### src/rtl/nsc_pkg.sv
package nsc_pkg;
  localparam int unsigned NSC_WORD_W  = 32;
  localparam int unsigned NSC_KINDS   = 3;
  localparam int unsigned NSC_KIND_W  = 2;

  typedef logic [NSC_WORD_W-1:0] word_t;
  typedef logic [NSC_KIND_W-1:0] kind_t;

  localparam word_t NSC_DEC_BIAS = 32'h0080_0004;
  localparam kind_t NSC_LAST_KIND = kind_t'(NSC_KINDS - 1);

  // offset subtracted from the decoded value for each candidate kind
  function automatic word_t nsc_kind_offset(input kind_t k);
    case (k)
      2'd0:    return 32'h0080_0000;
      2'd1:    return 32'h0000_0000;
      default: return 32'h0040_0000;
    endcase
  endfunction
endpackage

### src/rtl/nsc_nonce_decode.sv
module nsc_nonce_decode
  import nsc_pkg::*;
(
  input  word_t raw,
  output word_t decoded
);
  localparam int unsigned HI_BYTES = (NSC_WORD_W / 8) - 1;

  logic [HI_BYTES*8-1:0] upper;
  logic [HI_BYTES*8-1:0] flipped;
  word_t                 assembled;

  assign upper = raw[NSC_WORD_W-1:8];

  for (genvar g = 0; g < HI_BYTES; g++) begin : g_byte
    for (genvar b = 0; b < 8; b++) begin : g_bit
      assign flipped[g*8+b] = upper[g*8+7-b];
    end
  end

  // low byte to the top, two low flipped bits swapped into 23/22
  assign assembled = {raw[7:0], flipped[0], flipped[1], flipped[HI_BYTES*8-1:2]};
  assign decoded   = assembled - NSC_DEC_BIAS;
endmodule

### src/rtl/nsc_snap_store.sv
module nsc_snap_store
  import nsc_pkg::*;
#(
  parameter int unsigned SLOTS = 16
) (
  input  logic                       clk,
  input  logic                       rst_n,
  input  logic                       load,
  input  logic [SLOTS*NSC_WORD_W-1:0] new_words,
  input  word_t                      new_marker,
  output logic                       switch_now,
  output logic [SLOTS-1:0]           diff_mask,
  output logic [SLOTS*NSC_WORD_W-1:0] held_words,
  output logic                       job_switch_q
);
  logic                        primed_q;
  word_t                       marker_q;
  logic [SLOTS*NSC_WORD_W-1:0] words_q;

  assign switch_now = primed_q && (new_marker != marker_q);
  assign held_words = words_q;

  for (genvar i = 0; i < SLOTS; i++) begin : g_cmp
    assign diff_mask[i] =
      new_words[i*NSC_WORD_W +: NSC_WORD_W] != words_q[i*NSC_WORD_W +: NSC_WORD_W];
  end

  always_ff @(posedge clk) begin
    if (!rst_n) begin
      primed_q     <= 1'b0;
      marker_q     <= '0;
      words_q      <= '0;
      job_switch_q <= 1'b0;
    end else begin
      job_switch_q <= load && switch_now;
      if (load && (!primed_q || switch_now)) begin
        primed_q <= 1'b1;
        marker_q <= new_marker;
        words_q  <= new_words;
      end
    end
  end

  // priming load raises no switch flag
  a_r2_prime_silent: assert property (@(posedge clk) disable iff (!rst_n)
    (load && !primed_q) |=> (primed_q && !job_switch_q));

  // same-marker snapshot leaves the stored copy intact
  a_r4_keep_same_job: assert property (@(posedge clk) disable iff (!rst_n)
    (load && primed_q && !switch_now) |=> ($stable(marker_q) && $stable(words_q)));
endmodule

### src/rtl/nsc_slot_walker.sv
module nsc_slot_walker
  import nsc_pkg::*;
#(
  parameter int unsigned SLOTS = 16,
  localparam int unsigned SLOT_W = (SLOTS > 1) ? $clog2(SLOTS) : 1
) (
  input  logic              clk,
  input  logic              rst_n,
  input  logic              start,
  input  logic [SLOTS-1:0]  start_mask,
  input  logic              take,
  output logic              busy,
  output logic [SLOT_W-1:0] slot_idx,
  output kind_t             kind
);
  logic [SLOTS-1:0] pend_q;
  kind_t            kind_q;
  logic             fire;

  assign busy = |pend_q;
  assign kind = kind_q;
  assign fire = busy && take;

  // lowest pending index wins
  always_comb begin
    slot_idx = '0;
    for (int i = SLOTS - 1; i >= 0; i--) begin
      if (pend_q[i]) slot_idx = SLOT_W'(i);
    end
  end

  always_ff @(posedge clk) begin
    if (!rst_n) begin
      pend_q <= '0;
      kind_q <= '0;
    end else if (start) begin
      pend_q <= start_mask;
      kind_q <= '0;
    end else if (fire) begin
      if (kind_q == NSC_LAST_KIND) begin
        kind_q           <= '0;
        pend_q[slot_idx] <= 1'b0;
      end else begin
        kind_q <= kind_q + 1'b1;
      end
    end
  end

  // a new scan only starts once the previous one drained
  a_r9_start_idle: assert property (@(posedge clk) disable iff (!rst_n)
    start |-> !busy);

  // a slot keeps its index through all its kinds
  a_r5_slot_steady: assert property (@(posedge clk) disable iff (!rst_n)
    (fire && kind_q != NSC_LAST_KIND) |=> (busy && slot_idx == $past(slot_idx)));

  // slots are served in ascending order
  a_r5_ascending: assert property (@(posedge clk) disable iff (!rst_n)
    (fire && kind_q == NSC_LAST_KIND) |=> (!busy || slot_idx > $past(slot_idx)));

  // kind never leaves its range
  a_r8_kind_range: assert property (@(posedge clk) disable iff (!rst_n)
    kind_q <= NSC_LAST_KIND);
endmodule

### src/rtl/nonce_change_scan.sv
module nonce_change_scan
  import nsc_pkg::*;
#(
  parameter int unsigned SLOTS = 16,
  localparam int unsigned SLOT_W = (SLOTS > 1) ? $clog2(SLOTS) : 1
) (
  input  logic                        clk,
  input  logic                        rst_n,
  input  logic                        snap_valid,
  output logic                        snap_ready,
  input  logic [SLOTS*NSC_WORD_W-1:0] snap_words,
  input  logic [NSC_WORD_W-1:0]       snap_marker,
  output logic                        cand_valid,
  input  logic                        cand_ready,
  output logic [NSC_WORD_W-1:0]       cand_nonce,
  output logic [SLOT_W-1:0]           cand_slot,
  output logic [NSC_KIND_W-1:0]       cand_kind,
  output logic                        job_switch
);
  logic                        load;
  logic                        switch_now;
  logic [SLOTS-1:0]            diff_mask;
  logic [SLOTS*NSC_WORD_W-1:0] held_words;
  logic                        busy;
  logic [SLOT_W-1:0]           slot_idx;
  kind_t                       kind;
  word_t                       raw_sel;
  word_t                       decoded;

  assign snap_ready = !busy;
  assign load       = snap_valid && snap_ready;

  nsc_snap_store #(.SLOTS(SLOTS)) u_store (
    .clk          (clk),
    .rst_n        (rst_n),
    .load         (load),
    .new_words    (snap_words),
    .new_marker   (snap_marker),
    .switch_now   (switch_now),
    .diff_mask    (diff_mask),
    .held_words   (held_words),
    .job_switch_q (job_switch)
  );

  nsc_slot_walker #(.SLOTS(SLOTS)) u_walker (
    .clk        (clk),
    .rst_n      (rst_n),
    .start      (load && switch_now),
    .start_mask (diff_mask),
    .take       (cand_ready),
    .busy       (busy),
    .slot_idx   (slot_idx),
    .kind       (kind)
  );

  assign raw_sel = held_words[slot_idx*NSC_WORD_W +: NSC_WORD_W];

  nsc_nonce_decode u_decode (
    .raw     (raw_sel),
    .decoded (decoded)
  );

  assign cand_valid = busy;
  assign cand_slot  = slot_idx;
  assign cand_kind  = kind;
  assign cand_nonce = decoded - nsc_kind_offset(kind);

  // stalled candidate holds steady
  a_r9_stall_hold: assert property (@(posedge clk) disable iff (!rst_n)
    (cand_valid && !cand_ready) |=>
      (cand_valid && $stable(cand_nonce) && $stable(cand_slot) && $stable(cand_kind)));

  // no snapshot taken while candidates pend
  a_r9_no_load_busy: assert property (@(posedge clk) disable iff (!rst_n)
    cand_valid |-> !snap_ready);

  // kind 1 sits 0x800000 above kind 0
  a_r8_step_first: assert property (@(posedge clk) disable iff (!rst_n)
    (cand_valid && cand_ready && cand_kind == 2'd0) |=>
      (cand_valid && cand_kind == 2'd1 && cand_nonce == $past(cand_nonce) + 32'h0080_0000));

  // kind 2 sits 0x400000 below kind 1
  a_r8_step_second: assert property (@(posedge clk) disable iff (!rst_n)
    (cand_valid && cand_ready && cand_kind == 2'd1) |=>
      (cand_valid && cand_kind == 2'd2 && cand_nonce == $past(cand_nonce) - 32'h0040_0000));
endmodule

### config.mk
export PLATFORM = sky130hd
export DESIGN_NAME = nonce_change_scan
export DESIGN_NICKNAME = d
export VERILOG_FILES = /design/src/rtl/nsc_pkg.sv /design/src/rtl/nsc_nonce_decode.sv /design/src/rtl/nsc_snap_store.sv /design/src/rtl/nsc_slot_walker.sv /design/src/rtl/nonce_change_scan.sv
export SDC_FILE = /design/constraint.sdc
export NUM_CORES = 2
export LEC_CHECK = 0
export ABC_AREA = 1
export BUFFER_PORTS_ARGS = -buffer_cell sky130_fd_sc_hd__buf_2
export CAP_MARGIN = 15
export CORE_UTILIZATION = 35
export CTS_BUF_LIST = sky130_fd_sc_hd__clkbuf_16
export CTS_CLUSTER_SIZE = 12
export DETAILED_ROUTE_END_ITERATION = 7
export PLACE_DENSITY = 0.61
export SYNTH_ARGS = -nofsm -noshare
export SYNTH_HDL_FRONTEND = slang
export SYNTH_SLANG_ARGS = --single-unit
### constraint.sdc
create_clock -name clk -period 4.55 [get_ports clk]
set_clock_uncertainty 0.05 [all_clocks]
set_input_delay 0.455 -clock clk [delete_from_list [all_inputs] [get_ports clk]]
set_output_delay 0.455 -clock clk [all_outputs]
set_load 0.01 [all_outputs]
### Word level (Yosys, flattened, before mapping)

Index checks and enable logic that the tools add are counted.

| word-level totals | value |
|---|---|
| bits in registers | 564 |
| input port bits | 548 |
| output and inout bits | 41 |
| word-level logic and storage cells | 72 |

| cells by class | value |
|---|---|
| add/subtract/negate cells | 3 |
| $lt $le $gt $ge | 2 |
| equality and inequality tests | 19 |
| shifts and indexed selects | 1 |
| muxes and demuxes | 23 |
| bitwise logic cells | 3 |
| reductions and logical operators | 15 |

Operator list:

| cell | count |
|---|---|
| $ne 32x32->1 | 17 |
| $shiftx 512x10->32 | 1 |
| $mux 4 | 16 |
| $mux 16 | 3 |
| $pmux 24 s2 | 1 |
| $sub 32x24->32 const B | 1 |
| $sub 32x32->32 | 1 |
| $and 16x16->16 | 1 |
| $not 16->16 | 1 |
| $reduce_or 16->1 | 1 |
| $logic_and 1x1->1 | 6 |
| $lt 4x5->1 const B | 1 |
| $demux 1 s4 | 1 |
| $ge 4x1->1 const B | 1 |
| $reduce_bool 2->1 | 2 |
| $add 2x1->2 const B | 1 |
| $eq 2x1->1 const B | 1 |
| $eq 2x2->1 const B | 1 |
| $logic_not 1->1 | 2 |
| $logic_not 2->1 | 1 |
| $mux 2 | 1 |
| $reduce_and 2->1 | 1 |
| $reduce_or 2->1 | 1 |
| $logic_or 1x1->1 | 1 |
| 2 further kinds | 2 |

### Logic depth before layout (Yosys ltp)

| logic depth | value |
|---|---|
| word-level depth | 25 |
| gate-level depth with buffers | 37 |
| mapped depth without buffers | 35 |

### Hierarchy

A second synthesis with hierarchy kept.

| unflattened totals | value |
|---|---|
| cell total of the unflattened synthesis | 6,482 |
| area, all modules | 41,046.9 um^2 |

Modules (own cells, without submodules):

| module | times used | cells an instance | area each (um^2) | sequential area each (um^2) |
|---|---|---|---|---|
| nsc_snap_store | 1 | 4,502 | 31,895.6 | 10,930.5 |
| nonce_change_scan | 1 | 1,592 | 6,844.1 | 0.0 |
| nsc_slot_walker | 1 | 189 | 1,272.5 | 360.3 |
| nsc_nonce_decode | 1 | 199 | 1,034.7 | 0.0 |

### Least setup slack after synthesis

OpenSTA, ideal clock, no wires.

| timing | value |
|---|---|
| path kind | register to output |
| start | register u_walker.pend_q[15] |
| end | output cand_nonce[28] |
| arrival | 3.656 ns |
| data required time | 4.045 ns |
| setup slack | 0.389 ns |
| stages on the path, launching flop included | 27 |
| buffers on the path | 4 |
| cell sequence | dfxtp_1 > inv_1 > nand2_1 > nand3_1 > nand3_1 > nand3_1 > nand3_1 > nand2_1 > a21oi_4 > buf_2 > buf_2 > buf_1 > nand2_1 > clkbuf_1 > o22ai_1 > a221oi_1 > o22ai_1 > nor2_1 > ha_1 > ha_1 > a21oi_1 > inv_1 > a21oi_1 > nor2_1 > nor2_1 > nand3_1 > nand2_1 |

| between the ends | value |
|---|---|
| longest elaborated chain between the ends | 19 |

Ends and longest elaborated chain:

| what | line | RTL |
|---|---|---|
| from (decl) | nsc_slot_walker.sv:16 | `logic [SLOTS-1:0] pend_q;` |
| from (signal assigned) | nsc_slot_walker.sv:37 | `pend_q <= start_mask;` |
| $mux 4 (16 in series) | nsc_slot_walker.sv:28 | `if (pend_q[i]) slot_idx = SLOT_W'(i);` |
| $shiftx 512x10->32 | nonce_change_scan.sv:56 | `assign raw_sel = held_words[slot_idx*NSC_WORD_W +: NSC_WORD_W];` |
| $sub 32x24->32 | nsc_nonce_decode.sv:23 | `assign decoded = assembled - NSC_DEC_BIAS;` |
| $sub 32x32->32 | nonce_change_scan.sv:66 | `assign cand_nonce = decoded - nsc_kind_offset(kind);` |
| to (decl) | nonce_change_scan.sv:15 | `output logic [NSC_WORD_W-1:0] cand_nonce,` |

Every way passes these cells.

### Worst setup path in the final report

| timing | value |
|---|---|
| start | register u_walker.pend_q[14] |
| end | output cand_nonce[28] |

| between the ends | value |
|---|---|
| longest elaborated chain between the ends | 18 |

Ends and longest elaborated chain:

| what | line |
|---|---|
| $mux 4 (15 in series) | nsc_slot_walker.sv:28 |
| $shiftx 512x10->32 | nonce_change_scan.sv:56 |
| $sub 32x24->32 | nsc_nonce_decode.sv:23 |
| $sub 32x32->32 | nonce_change_scan.sv:66 |

Every way passes these cells.

==> flow_metrics.py <==
metrics = {
    "status": {
        "status": "finished, violations left",
        "violations": "negative setup slack",
    },
    "clock_tree": {
        "clkSlewWorstSetupHoldPaths_ns": 0.06,
        "clk-insertion-delay-late_ns": 0.65,
        "cts_root_buffer": "clkbuf_16",
        "clockBufferDepth": 3,
        "h-tree-depth": 3,
        "numCtsBuffers": 70,
        "cts.sinks": 564,
        "cts_tree": "done",
    },
    "timing": {
        "setup_violations": 26,
        "final_max_slew_viol_count": 0,
        "fin_crit_ns": 4.828,
        "fmax_mhz": 207.1,
        "finalCritPeriodShare": 1.061,
        "finalHoldViolCount": 0,
        "tns_ns": -3.440,
        "grt_setup_unrepaired": "yes",
        "maxSlewHeadroom": 0.2651,
        "worst_slew_pin_slew_ns": 1.102,
        "layout_setup_ws_ns": -0.2778,
    },
    "placed_design": {
        "dp_hpwl_microns": 116800,
        "portBuffers": 588,
        "placed_cell_area_sq_um": 36760,
        "post-place-ws_ns": 0.01548,
        "place.gp.congestion": 1.027,
    },
    "synthesis": {
        "syn_area_sq_um": 32310,
        "yosysWarningCount": 0,
        "synth-async-reset-ratio": 0,
        "ys.flop_type": "dfxtp_1",
        "ys_ff_latch": 564,
        "synthCells": 4697,
        "yosysSeqAreaShare": 0.3494,
        "synth-edff-count": 0,
        "synth_nets": 5252,
        "ys_types": 38,
        "syn_area_per_cell_sq_um": 6.879,
    },
    "setup_path": {
        "r2r_slack_ns": 0.95,
        "reg2reg_depth": 15,
        "r2r_start": "u_walker.pend_q[1]",
        "cpPeakStageDelay_ns": 0.35,
        "crit_path_end_kind": "primary output",
        "reg2reg_to": "u_walker.pend_q[1]",
        "crit_fanout": 7,
        "cp_slowest_cell": "a221oi_4",
        "cpMostUsedCell": "nand2_1",
        "worstPathArrival_ns": 4.32,
        "worst_ep_required_time_ns": 4.05,
        "start_kind": "register",
        "crit_type": "reg2out",
    },
    "drt": {
        "drt-initial-drc-count": 4494,
        "routedWlPerCell_microns": 24.06,
        "drc_errors": 0,
        "first_pass_iters": 6,
        "routed_wirelength_microns": 155900,
        "vias": 35778,
        "post_drt_via_cell_ratio": 5.522,
        "antenna_left": 0,
    },
    "finish": {
        "drive_gt1_frac": 0.2107,
        "num-fill-cells": 9465,
        "syn2layout_area_growth_pct": 25.07,
        "fin_nets": 5766,
        "finalInstanceArea_sq_um": 40410,
    },
    "hold_path": {
        "hold_start": "snap_words[204]",
        "hold_depth": 3,
        "hold_class": "in2reg",
        "min_to": "u_store.held_words[204]",
    },
    "grt": {
        "antenna_found_initial": 52,
        "grtUsageTotal": 0.3191,
        "grt_pass1_vias": 32468,
        "grt_pass1_wl_microns": 220000,
        "overflow": 0,
        "grt_max_degree": 254,
    },
    "die": {
        "row_count": 111,
        "start_util": 0.3530,
        "core_sq_um": 91520,
        "die_area_sq_um": 93540,
        "die_w_microns": 305.8,
        "die_y_microns": 305.8,
        "io-pin-count": 589,
    },
    "job": {
        "cap_violations": 0,
    },
}
critical path: cells and delay by family (launching register included):
| family | cells | cell delay, ns |
|---|---|---|
| AO/OA/AOI/OAI | 5 | 1.03 |
| adder cells (fa/ha/maj) | 2 | 0.46 |
| buffers and inverters | 5 | 0.35 |
| flip-flops | 1 | 0.31 |
| AND/OR/NAND/NOR | 22 | 1.55 |
metrics by stage:
step,utilization,hold slack (ns),std cells
2_1_floorplan,-,0.3915,4697
4_1_cts,0.4363,0.01492,6436
3_5_place_dp,0.4016,0.4139,6288
3_3_place_gp,0.4016,0.4081,6288
6_report,0.4416,0.05022,6479
5_1_grt,0.4413,0.04623,6468
cells in the mapped netlist (2+ instances only):
cell type | n | area share
dfxtp_1 | 564 | 0.35
nor2_1 | 905 | 0.11
clkbuf_1 | 262 | 0.030
nand2_2 | 2 | 0.00039
xor2_1 | 26 | 0.0070
nor2_2 | 25 | 0.0048
o21ai_0 | 561 | 0.087
o221ai_1 | 7 | 0.0019
inv_1 | 229 | 0.027
a31oi_1 | 3 | 0.00058
nor4_1 | 39 | 0.0076
inv_2 | 11 | 0.0013
or2_2 | 58 | 0.011
o22ai_1 | 8 | 0.0015
o2111ai_1 | 47 | 0.013
ha_1 | 7 | 0.0027
a21oi_1 | 146 | 0.023
nor3_1 | 25 | 0.0039
buf_1 | 14 | 0.0016
clkinv_1 | 3 | 0.00035
nand3b_1 | 71 | 0.016
buf_6 | 3 | 0.0010
o21a_1 | 2 | 0.00046
a22o_1 | 3 | 0.00081
nand2_4 | 3 | 0.0010
xnor2_1 | 417 | 0.11
nand4_1 | 309 | 0.060
buf_2 | 35 | 0.0054
a221o_1 | 2 | 0.00062
nand3_1 | 309 | 0.048
o31ai_1 | 14 | 0.0033
nand2_1 | 564 | 0.066
o211ai_1 | 12 | 0.0028
a221oi_1 | 7 | 0.0019
repair_timing:
| item | 4_1_cts | 5_1_grt |
|---|---|---|
| hold buffers | 0 | 0 |
| cloned | 5 | 3 |
| pin swaps | 65 | 44 |
| setup buffers | 19 | 11 |
| resized for setup | 180 | 65 |
| setup endpoints to repair | 28 | 28 |
how the worst max path moves through the flow:
| stage | startpoint | to | slack [ns] | cells after the start |
|---|---|---|---|---|
| after CTS | u_walker.pend_q[14] | cand_nonce[28] | -0.17 | 34 |
| after global routing | u_walker.pend_q[14] | cand_nonce[29] | -0.51 | 36 |
| after detailed placement | u_walker.pend_q[14] | cand_nonce[28] | 0.02 | 34 |
| after global placement | u_walker.pend_q[14] | cand_nonce[28] | -0.04 | 34 |
| final | u_walker.pend_q[14] | cand_nonce[28] | -0.28 | 34 |
| after floorplan | u_walker.pend_q[15] | cand_nonce[28] | 0.39 | 26 |
layer usage:
metal,track usage,vias up,part of all wire
met2,0.4904,1789,0.44
met3,0.06435,360,0.093
li1,-,16860,-
met4,0.1671,28,0.055
met5,0,-,0.0013
met1,0.4209,16741,0.41
flip-flops by register name, indices dropped and copies added (netlist names):
name,cells
u_store.held_words,512
u_store.marker_q,32
u_walker.pend_q,16
u_walker.kind,2
u_store.job_switch_q,1
u_store.primed_q,1
cells by family (layout without fill, tap and decap cells):
group / Yosys count / in the layout / synth area share
and+or+nand+nor: 2310 / 2310 / 0.3238
adders and majority gates: 7 / 7 / 0.002710
AOI/OAI and AO/OA: 816 / 816 / 0.1373
DFF: 564 / 564 / 0.3494
buffers and inverters: 557 / 1124 / 0.06676
xor gates and xnor gates: 443 / 443 / 0.1201
other: 0 / 29 / 0
area by class of cell:
cell class | instances | area [sq um] | area share
Tap cell | 1186 | 1484 | 0.03672
Antenna cell | 29 | 72.57 | 0.001796
Clock buffer | 74 | 1852 | 0.04582
Sequential cell | 564 | 11290 | 0.2794
Timing Repair Buffer | 756 | 4780 | 0.1183
Clock inverter | 51 | 367.9 | 0.009102
Multi-Input combinational cell | 3576 | 19630 | 0.4858
Inverter | 243 | 933.4 | 0.02310
placed cells by master (no fill, tap or decap), types with 77 or more instances in the layout:
cell type	instances
xnor2_1	417
nand2_1	503
nand3_1	293
buf_4	124
inv_1	221
dfxtp_1	562
buf_2	584
o21ai_0	557
a21oi_1	138
clkbuf_16	77
nor2_1	878
nand4_1	309
Power is left out: the tool's default activity adds up to more than one toggle a clock period on the data nets, which glitch-free logic cannot reach.
